### config.mk
export PLATFORM = sky130hd
export DESIGN_NAME = fpdot4_unit
export DESIGN_NICKNAME = d
export VERILOG_FILES = /design/src/rtl/fpdot_pkg.sv /design/src/rtl/fpdot_round.sv /design/src/rtl/fpdot_mul.sv /design/src/rtl/fpdot_add.sv /design/src/rtl/fpdot4_unit.sv
export SDC_FILE = /design/constraint.sdc
export NUM_CORES = 2
export LEC_CHECK = 0
export BUFFER_PORTS_ARGS = -buffer_cell sky130_fd_sc_hd__buf_2
export CORE_MARGIN = 3
export CORE_UTILIZATION = 60
export CTS_BUF_LIST = sky130_fd_sc_hd__clkbuf_8
export CTS_CLUSTER_DIAMETER = 150
export DETAILED_ROUTE_END_ITERATION = 6
export GPL_ROUTABILITY_DRIVEN = 1
export PLACE_DENSITY_LB_ADDON = 0.15
export SKIP_CTS_REPAIR_TIMING = 1
export SLEW_MARGIN = 20
export SYNTH_ARGS = -nofsm -noshare
export SYNTH_HDL_FRONTEND = slang
export SYNTH_SLANG_ARGS = --single-unit
export TNS_END_PERCENT = 50
### constraint.sdc
create_clock -name clk -period 48.4 [get_ports clk]
set_clock_uncertainty 0.2 [all_clocks]
set_input_delay 7.26 -clock clk [delete_from_list [all_inputs] [get_ports clk]]
set_output_delay 7.26 -clock clk [all_outputs]
set_load 0.05 [all_outputs]
### src/rtl/fpdot_pkg.sv
package fpdot_pkg;
  localparam int FW = 32;
  typedef logic [FW-1:0] f32_t;
  localparam f32_t QNAN = 32'h7FC00000;

  function automatic logic is_nan(input f32_t v);
    return (v[30:23] == 8'hFF) && (v[22:0] != 23'd0);
  endfunction

  function automatic logic is_inf(input f32_t v);
    return (v[30:23] == 8'hFF) && (v[22:0] == 23'd0);
  endfunction

  function automatic logic is_sub(input f32_t v);
    return (v[30:23] == 8'h00) && (v[22:0] != 23'd0);
  endfunction

  // zero test honouring the flush mode (subnormal counts as zero when flushing)
  function automatic logic is_zero(input f32_t v, input logic flush);
    return (v[30:0] == 31'd0) || (flush && v[30:23] == 8'h00);
  endfunction

  typedef enum logic [1:0] {ST_IDLE, ST_MUL, ST_ADD} phase_t;
endpackage

### src/rtl/fpdot_round.sv
// Rounds a normalised significand (hidden, 23 fraction, guard, sticky)
// to nearest-even, handles gradual underflow, overflow and optional flush.
module fpdot_round
  import fpdot_pkg::*;
(
  input  logic               flush,
  input  logic               sign,
  input  logic signed [10:0] bexp,
  input  logic [25:0]        sig,
  output f32_t               y
);
  logic signed [10:0] sh;
  logic [25:0] msk, shv, s2;
  logic [7:0]  ef;
  logic        inc;
  f32_t        w;

  always_comb begin
    sh  = 11'sd1 - bexp;
    msk = '0;
    shv = '0;
    s2  = sig;
    ef  = bexp[7:0];
    if (bexp < 11'sd1) begin
      ef = 8'd0;
      if (sh >= 11'sd26) begin
        s2 = {25'd0, |sig};
      end else begin
        msk = (26'd1 << sh[4:0]) - 26'd1;
        shv = sig >> sh[4:0];
        s2  = {shv[25:1], shv[0] | (|(sig & msk))};
      end
    end
    inc = s2[1] & (s2[0] | s2[2]);
    w   = {sign, ef, s2[24:2]} + {31'd0, inc};
    if (bexp >= 11'sd255)
      y = {sign, 8'hFF, 23'd0};
    else if (flush && w[30:23] == 8'h00 && w[22:0] != 23'd0)
      y = {sign, 31'd0};
    else
      y = w;
  end
endmodule

### src/rtl/fpdot_mul.sv
module fpdot_mul
  import fpdot_pkg::*;
(
  input  logic flush,
  input  f32_t a,
  input  f32_t b,
  output f32_t y
);
  localparam int PW = 48;

  logic        az, bz, sgn, bad;
  logic [23:0] ma, mb;
  logic [7:0]  ea, eb;
  logic [PW-1:0] prod, pn;
  logic [5:0]  lz;
  logic signed [10:0] ex;
  f32_t        rnd;

  always_comb begin
    az   = is_zero(a, flush);
    bz   = is_zero(b, flush);
    sgn  = a[31] ^ b[31];
    bad  = is_nan(a) || is_nan(b) || (is_inf(a) && bz) || (is_inf(b) && az);
    ma   = {a[30:23] != 8'h00, a[22:0]};
    mb   = {b[30:23] != 8'h00, b[22:0]};
    ea   = (a[30:23] == 8'h00) ? 8'd1 : a[30:23];
    eb   = (b[30:23] == 8'h00) ? 8'd1 : b[30:23];
    prod = PW'(ma) * PW'(mb);
    lz   = '0;
    for (int i = 0; i < PW; i++)
      if (prod[i]) lz = 6'(PW - 1 - i);
    pn   = prod << lz;
    ex   = $signed({3'b000, ea}) + $signed({3'b000, eb}) - 11'sd126 - $signed({5'b00000, lz});
  end

  fpdot_round u_rnd (
    .flush (flush),
    .sign  (sgn),
    .bexp  (ex),
    .sig   ({pn[47:23], |pn[22:0]}),
    .y     (rnd)
  );

  always_comb begin
    if (bad)                    y = QNAN;
    else if (is_inf(a) || is_inf(b)) y = {sgn, 8'hFF, 23'd0};
    else if (az || bz)          y = {sgn, 31'd0};
    else                        y = rnd;
  end
endmodule

### src/rtl/fpdot_add.sv
module fpdot_add
  import fpdot_pkg::*;
(
  input  logic flush,
  input  f32_t a,
  input  f32_t b,
  output f32_t y
);
  localparam int GW = 27;  // 24 significand bits + guard, round, sticky

  logic        az, bz, bad, swp;
  f32_t        x, s;
  logic [23:0] mx, ms;
  logic [7:0]  ex, es, d;
  logic [GW-1:0] big, sm0, sml, shv;
  logic [GW:0] sum, sn;
  logic [4:0]  lz;
  logic signed [10:0] be;
  f32_t        rnd;

  always_comb begin
    az  = is_zero(a, flush);
    bz  = is_zero(b, flush);
    bad = is_nan(a) || is_nan(b) || (is_inf(a) && is_inf(b) && (a[31] != b[31]));
    swp = b[30:0] > a[30:0];
    x   = swp ? b : a;
    s   = swp ? a : b;
    mx  = {x[30:23] != 8'h00, x[22:0]};
    ms  = {s[30:23] != 8'h00, s[22:0]};
    ex  = (x[30:23] == 8'h00) ? 8'd1 : x[30:23];
    es  = (s[30:23] == 8'h00) ? 8'd1 : s[30:23];
    d   = ex - es;
    big = {mx, 3'b000};
    sm0 = {ms, 3'b000};
    shv = '0;
    if (d >= 8'd27) begin
      sml = {26'd0, |sm0};
    end else begin
      shv = sm0 >> d;
      sml = {shv[GW-1:1], shv[0] | (|(sm0 & ((27'd1 << d) - 27'd1)))};
    end
    if (x[31] == s[31]) sum = {1'b0, big} + {1'b0, sml};
    else                sum = {1'b0, big} - {1'b0, sml};
    lz = '0;
    for (int i = 0; i <= GW; i++)
      if (sum[i]) lz = 5'(GW - i);
    sn = sum << lz;
    be = $signed({3'b000, ex}) + 11'sd1 - $signed({6'd0, lz});
  end

  fpdot_round u_rnd (
    .flush (flush),
    .sign  (x[31]),
    .bexp  (be),
    .sig   ({sn[27:3], |sn[2:0]}),
    .y     (rnd)
  );

  always_comb begin
    if (bad)               y = QNAN;
    else if (is_inf(a))    y = a;
    else if (is_inf(b))    y = b;
    else if (az && bz)     y = {a[31] & b[31], 31'd0};
    else if (az)           y = b;
    else if (bz)           y = a;
    else if (sum == '0)    y = 32'd0;
    else                   y = rnd;
  end
endmodule

### src/rtl/fpdot4_unit.sv
module fpdot4_unit
  import fpdot_pkg::*;
#(
  parameter int LANES = 4
) (
  input  logic                clk,
  input  logic                rst,
  input  logic                start,
  input  logic                flush_en,
  input  logic [LANES*32-1:0] a_vec,
  input  logic [LANES*32-1:0] b_vec,
  output logic                done,
  output logic [LANES*32-1:0] result
);
  localparam int VW  = LANES * FW;
  localparam int CW  = $clog2(LANES);
  localparam int LAT = 2 * LANES - 1;

  phase_t        state_q;
  logic [CW-1:0] cnt_q, nxt_idx;
  logic [VW-1:0] a_q, b_q;
  logic          flush_q;
  f32_t          prod_q [LANES];
  f32_t          acc_q, mul_y, add_x, add_y, add_r;

  assign nxt_idx = cnt_q + 1'b1;
  assign add_x   = (cnt_q == '0) ? prod_q[0] : acc_q;
  assign add_y   = prod_q[nxt_idx];

  fpdot_mul u_mul (
    .flush (flush_q),
    .a     (a_q[cnt_q*FW +: FW]),
    .b     (b_q[cnt_q*FW +: FW]),
    .y     (mul_y)
  );

  fpdot_add u_add (
    .flush (flush_q),
    .a     (add_x),
    .b     (add_y),
    .y     (add_r)
  );

  always_ff @(posedge clk) begin
    if (rst) begin
      state_q <= ST_IDLE;
      cnt_q   <= '0;
      a_q     <= '0;
      b_q     <= '0;
      flush_q <= 1'b0;
      acc_q   <= '0;
      done    <= 1'b0;
      result  <= '0;
      for (int i = 0; i < LANES; i++) prod_q[i] <= '0;
    end else begin
      done <= 1'b0;
      case (state_q)
        ST_IDLE: if (start) begin
          a_q     <= a_vec;
          b_q     <= b_vec;
          flush_q <= flush_en;
          cnt_q   <= '0;
          state_q <= ST_MUL;
        end
        ST_MUL: begin
          prod_q[cnt_q] <= mul_y;
          if (cnt_q == CW'(LANES - 1)) begin
            cnt_q   <= '0;
            state_q <= ST_ADD;
          end else begin
            cnt_q <= nxt_idx;
          end
        end
        ST_ADD: begin
          acc_q <= add_r;
          if (cnt_q == CW'(LANES - 2)) begin
            result  <= {LANES{add_r}};
            done    <= 1'b1;
            state_q <= ST_IDLE;
          end else begin
            cnt_q <= nxt_idx;
          end
        end
        default: state_q <= ST_IDLE;
      endcase
    end
  end

  // cycles since the accepting edge, for the latency check
  logic [7:0] since_q;
  always_ff @(posedge clk) begin
    if (rst)                            since_q <= '0;
    else if (state_q == ST_IDLE && start) since_q <= '0;
    else if (state_q != ST_IDLE)        since_q <= since_q + 8'd1;
  end

  AST_DONE_PULSE: assert property (@(posedge clk) disable iff (rst)
    done |=> !done);
  AST_DONE_LATENCY: assert property (@(posedge clk) disable iff (rst)
    done |-> since_q == 8'(LAT));
  AST_BUSY_FROZEN: assert property (@(posedge clk) disable iff (rst)
    (state_q != ST_IDLE) |=> $stable(a_q) && $stable(b_q) && $stable(flush_q));
  AST_NAN_DEFAULT: assert property (@(posedge clk) disable iff (rst)
    (done && is_nan(result[FW-1:0])) |-> result[FW-1:0] == QNAN);
  AST_SUM_FLUSHED: assert property (@(posedge clk) disable iff (rst)
    (done && flush_q) |-> !is_sub(result[FW-1:0]));

  for (genvar g = 0; g < LANES; g++) begin : g_pchk
    AST_PROD_FLUSHED: assert property (@(posedge clk) disable iff (rst)
      (state_q == ST_ADD && flush_q) |-> !is_sub(prod_q[g]));
  end
endmodule

==> flow_summary.toml <==
[die]
rows = 118
fp.dieW_um = 331
die-area_sq_um = 110000
core_area_sq_um = 104000
num_io_pins = 389
initial_core_util_pct = 60.8
die_y_um = 331

[global_routing]
grt_max_degree = 200
antenna_found_initial = 14
grt-ovfl-total = 0
grt_use_total_pct = 47.0
grt_pass1_vias = 66500
grt_pass1_wl_mm = 396

[final_layout]
nets = 9353
final_cell_count_no_fill = 9752
drive_gt1_share_pct = 12.2
final_common_cell = "nand2_1"
fin_util_pct = 64.5
fillers = 8721
syn2layout_area_growth_pct = 6.02
layout_common_cells = "nand2_1, nor2_1, inv_1"

[critical_path]
arrival_ns = 24.46
critPathCaptureType = "register"
r2r_slack_ns = 24.36
max_stage_delay_ns = 0.93
crit_type = "register to register"
worstSetupStartpoint = "cnt_q[0]"
cp_max_fo = 67
start_kind = "register"
r2r_start = "cnt_q[0]"
r2r_end = "result[108]"
cp.required_ns = 48.82
slowest_stage = "nor4bb_1"
cpMostUsedCell = "o21ai_0"
critPathCapture = "result[108]"
reg2regPathDepth = 68

[outcome]
status = "finished with violations"
violations = "DRC"

[place]
gp_congestion = 1.09
dp_hpwl_mm = 201
dp.cells = 9613
place_ws_ns = 25.45
numPortBuffers = 388

[synthesis]
synth_nets = 9360
ys_ff_latch = 454
synth.distinct_cells = 132
synth.top_cell.area_share_pct = 15.4
yosys.area.top_type = "fa_1"
syn_area_per_cell_sq_um = 7.62
synth_area_leaders = "fa_1, dfxtp_1, nand2_1"
synth_cells = 8314
synth_area_sq_um = 63400
yosysWarnings = 0
yosysSeqAreaShare_pct = 16.4
synth_edf_count = 128
async_reset_ff_share_pct = 0
synthFlopType = "dfxtp_1"

[sta]
worst_slack_ns = 24.36
max_freq_mhz = 41.6
min_period_over_period_pct = 49.7
period_needed_ns = 24.04
setup_violations = 0
fin_tns_setup_ns = 0
worst_slew_pin_slew_ns = 1.24
grt_setup_unrepaired = "false"
slew_headroom_pct = 17.0
finalHoldViolCount = 0
slew_violations = 0

[routing]
viasPerCell = 7.04
vias = 68700
firstDrtPassIters = 7
routed_wl_mm = 266
postRouteAntennaNets = 0
drc = 65
wl_per_cell_um = 27.3
drt_iter0_markers = 10000

[clock_network]
htreeDepth = 3
root_buffer = "clkbuf_8"
path_clk_slew_ns = 0.06
clock_latency_ns = 0.70
cts_buffers = 70
cts_tree = "built"
cts_sinks = 454
clockBufferDepth = 3

[min_path]
holdCritPathClass = "register to register"
hold_start = "a_q[118]"

[job]
max_cap_violations = 0
worst max-delay path, delay by kind of cell (launching register included):
kind                     cells  cell delay, ns
AND/OR/NAND/NOR             22            7.00
buffers and inverters        9            3.94
multiplexers                 4            2.30
flip-flops                   1            0.48
AO/OA/AOI/OAI               25            6.53
XOR/XNOR                     1            0.11
adder cells (fa/ha/maj)      7            3.28
area by class of cell:
cell class                      count  area, sq um  share of cell area, %
Clock inverter                     40          238                  0.354
Multi-Input combinational cell   6539        47900                   71.2
Sequential cell                   454        10400                   15.4
Clock buffer                       83         1140                   1.70
Timing Repair Buffer              551         3210                   4.78
Inverter                          691         2600                   3.87
Antenna cell                       14         35.0                 0.0521
Tap cell                         1380         1730                   2.57
cell usage after synthesis (50+ instances only):
| library cell | instances |
|---|---|
| nor3_1 | 249 |
| fa_1 | 487 |
| and2_1 | 53 |
| xnor2_1 | 108 |
| o22ai_1 | 81 |
| a22oi_1 | 65 |
| o21ai_1 | 71 |
| nand2b_1 | 111 |
| or3_1 | 50 |
| mux2i_1 | 189 |
| nor2_1 | 1050 |
| inv_1 | 679 |
| mux4_2 | 71 |
| a211oi_1 | 94 |
| o211ai_1 | 83 |
| a31oi_1 | 73 |
| nand4_1 | 75 |
| dfxtp_1 | 326 |
| buf_4 | 118 |
| nand2_1 | 1098 |
| a21oi_1 | 651 |
| nor4_1 | 58 |
| xor2_1 | 55 |
| ha_1 | 299 |
| nand3_1 | 162 |
| o31ai_1 | 64 |
| a21o_1 | 60 |
| mux2_2 | 95 |
| buf_1 | 55 |
| clkbuf_1 | 416 |
| edfxtp_1 | 128 |
| o21ai_0 | 272 |
flip-flops by register name, indices dropped and copies added, names as in the netlist:
| signal | flops |
|---|---|
| b_q | 128 |
| a_q | 128 |
| result | 32 |
| cnt_q | 2 |
| flush_q | 1 |
| acc_q | 32 |
| done | 1 |
| state_q | 2 |
| prod_q | 128 |
stage by stage:
step                hold slack, ns  instance area [sq um]
detailed placement           0.243                  65700
finish                       0.251                  67200
CTS                          0.251                  67100
floorplan                    0.221                  63400
global route                 0.263                  67200
global placement             0.238                  65700
worst min path at each step:
stage | endpoint | slack [ns] | depth (start not counted)
finish | a_q[118] | 0.25 | 2
floorplan | acc_q[13] | 0.22 | 2
detailed placement | b_q[108] | 0.24 | 2
global placement | b_q[114] | 0.24 | 2
CTS | b_q[108] | 0.25 | 2
global route | a_q[115] | 0.26 | 2
logic make-up after synthesis:
kind of cell	share of synthesized area [%]
AO/OA/AOI/OAI	21.8
XOR/XNOR	2.28
adder cells (fa/ha/maj)	21.3
buffers and inverters	8.67
flip-flops	16.4
multiplexers	7.24
AND/OR/NAND/NOR	22.3
layer usage:
metal	GRT usage (%)	up-vias	part of all wire, %	wire (um)
li1	-	29100	-	-
met1	53.6	32300	33	88400
met3	12.3	1719	12	31800
met2	74.5	5545	45	118000
met5	0	-	0.020	53
met4	37.8	8	10	27000
Power is left out: the tool's default activity adds up to more than one toggle a clock period on the data nets, which glitch-free logic cannot reach.
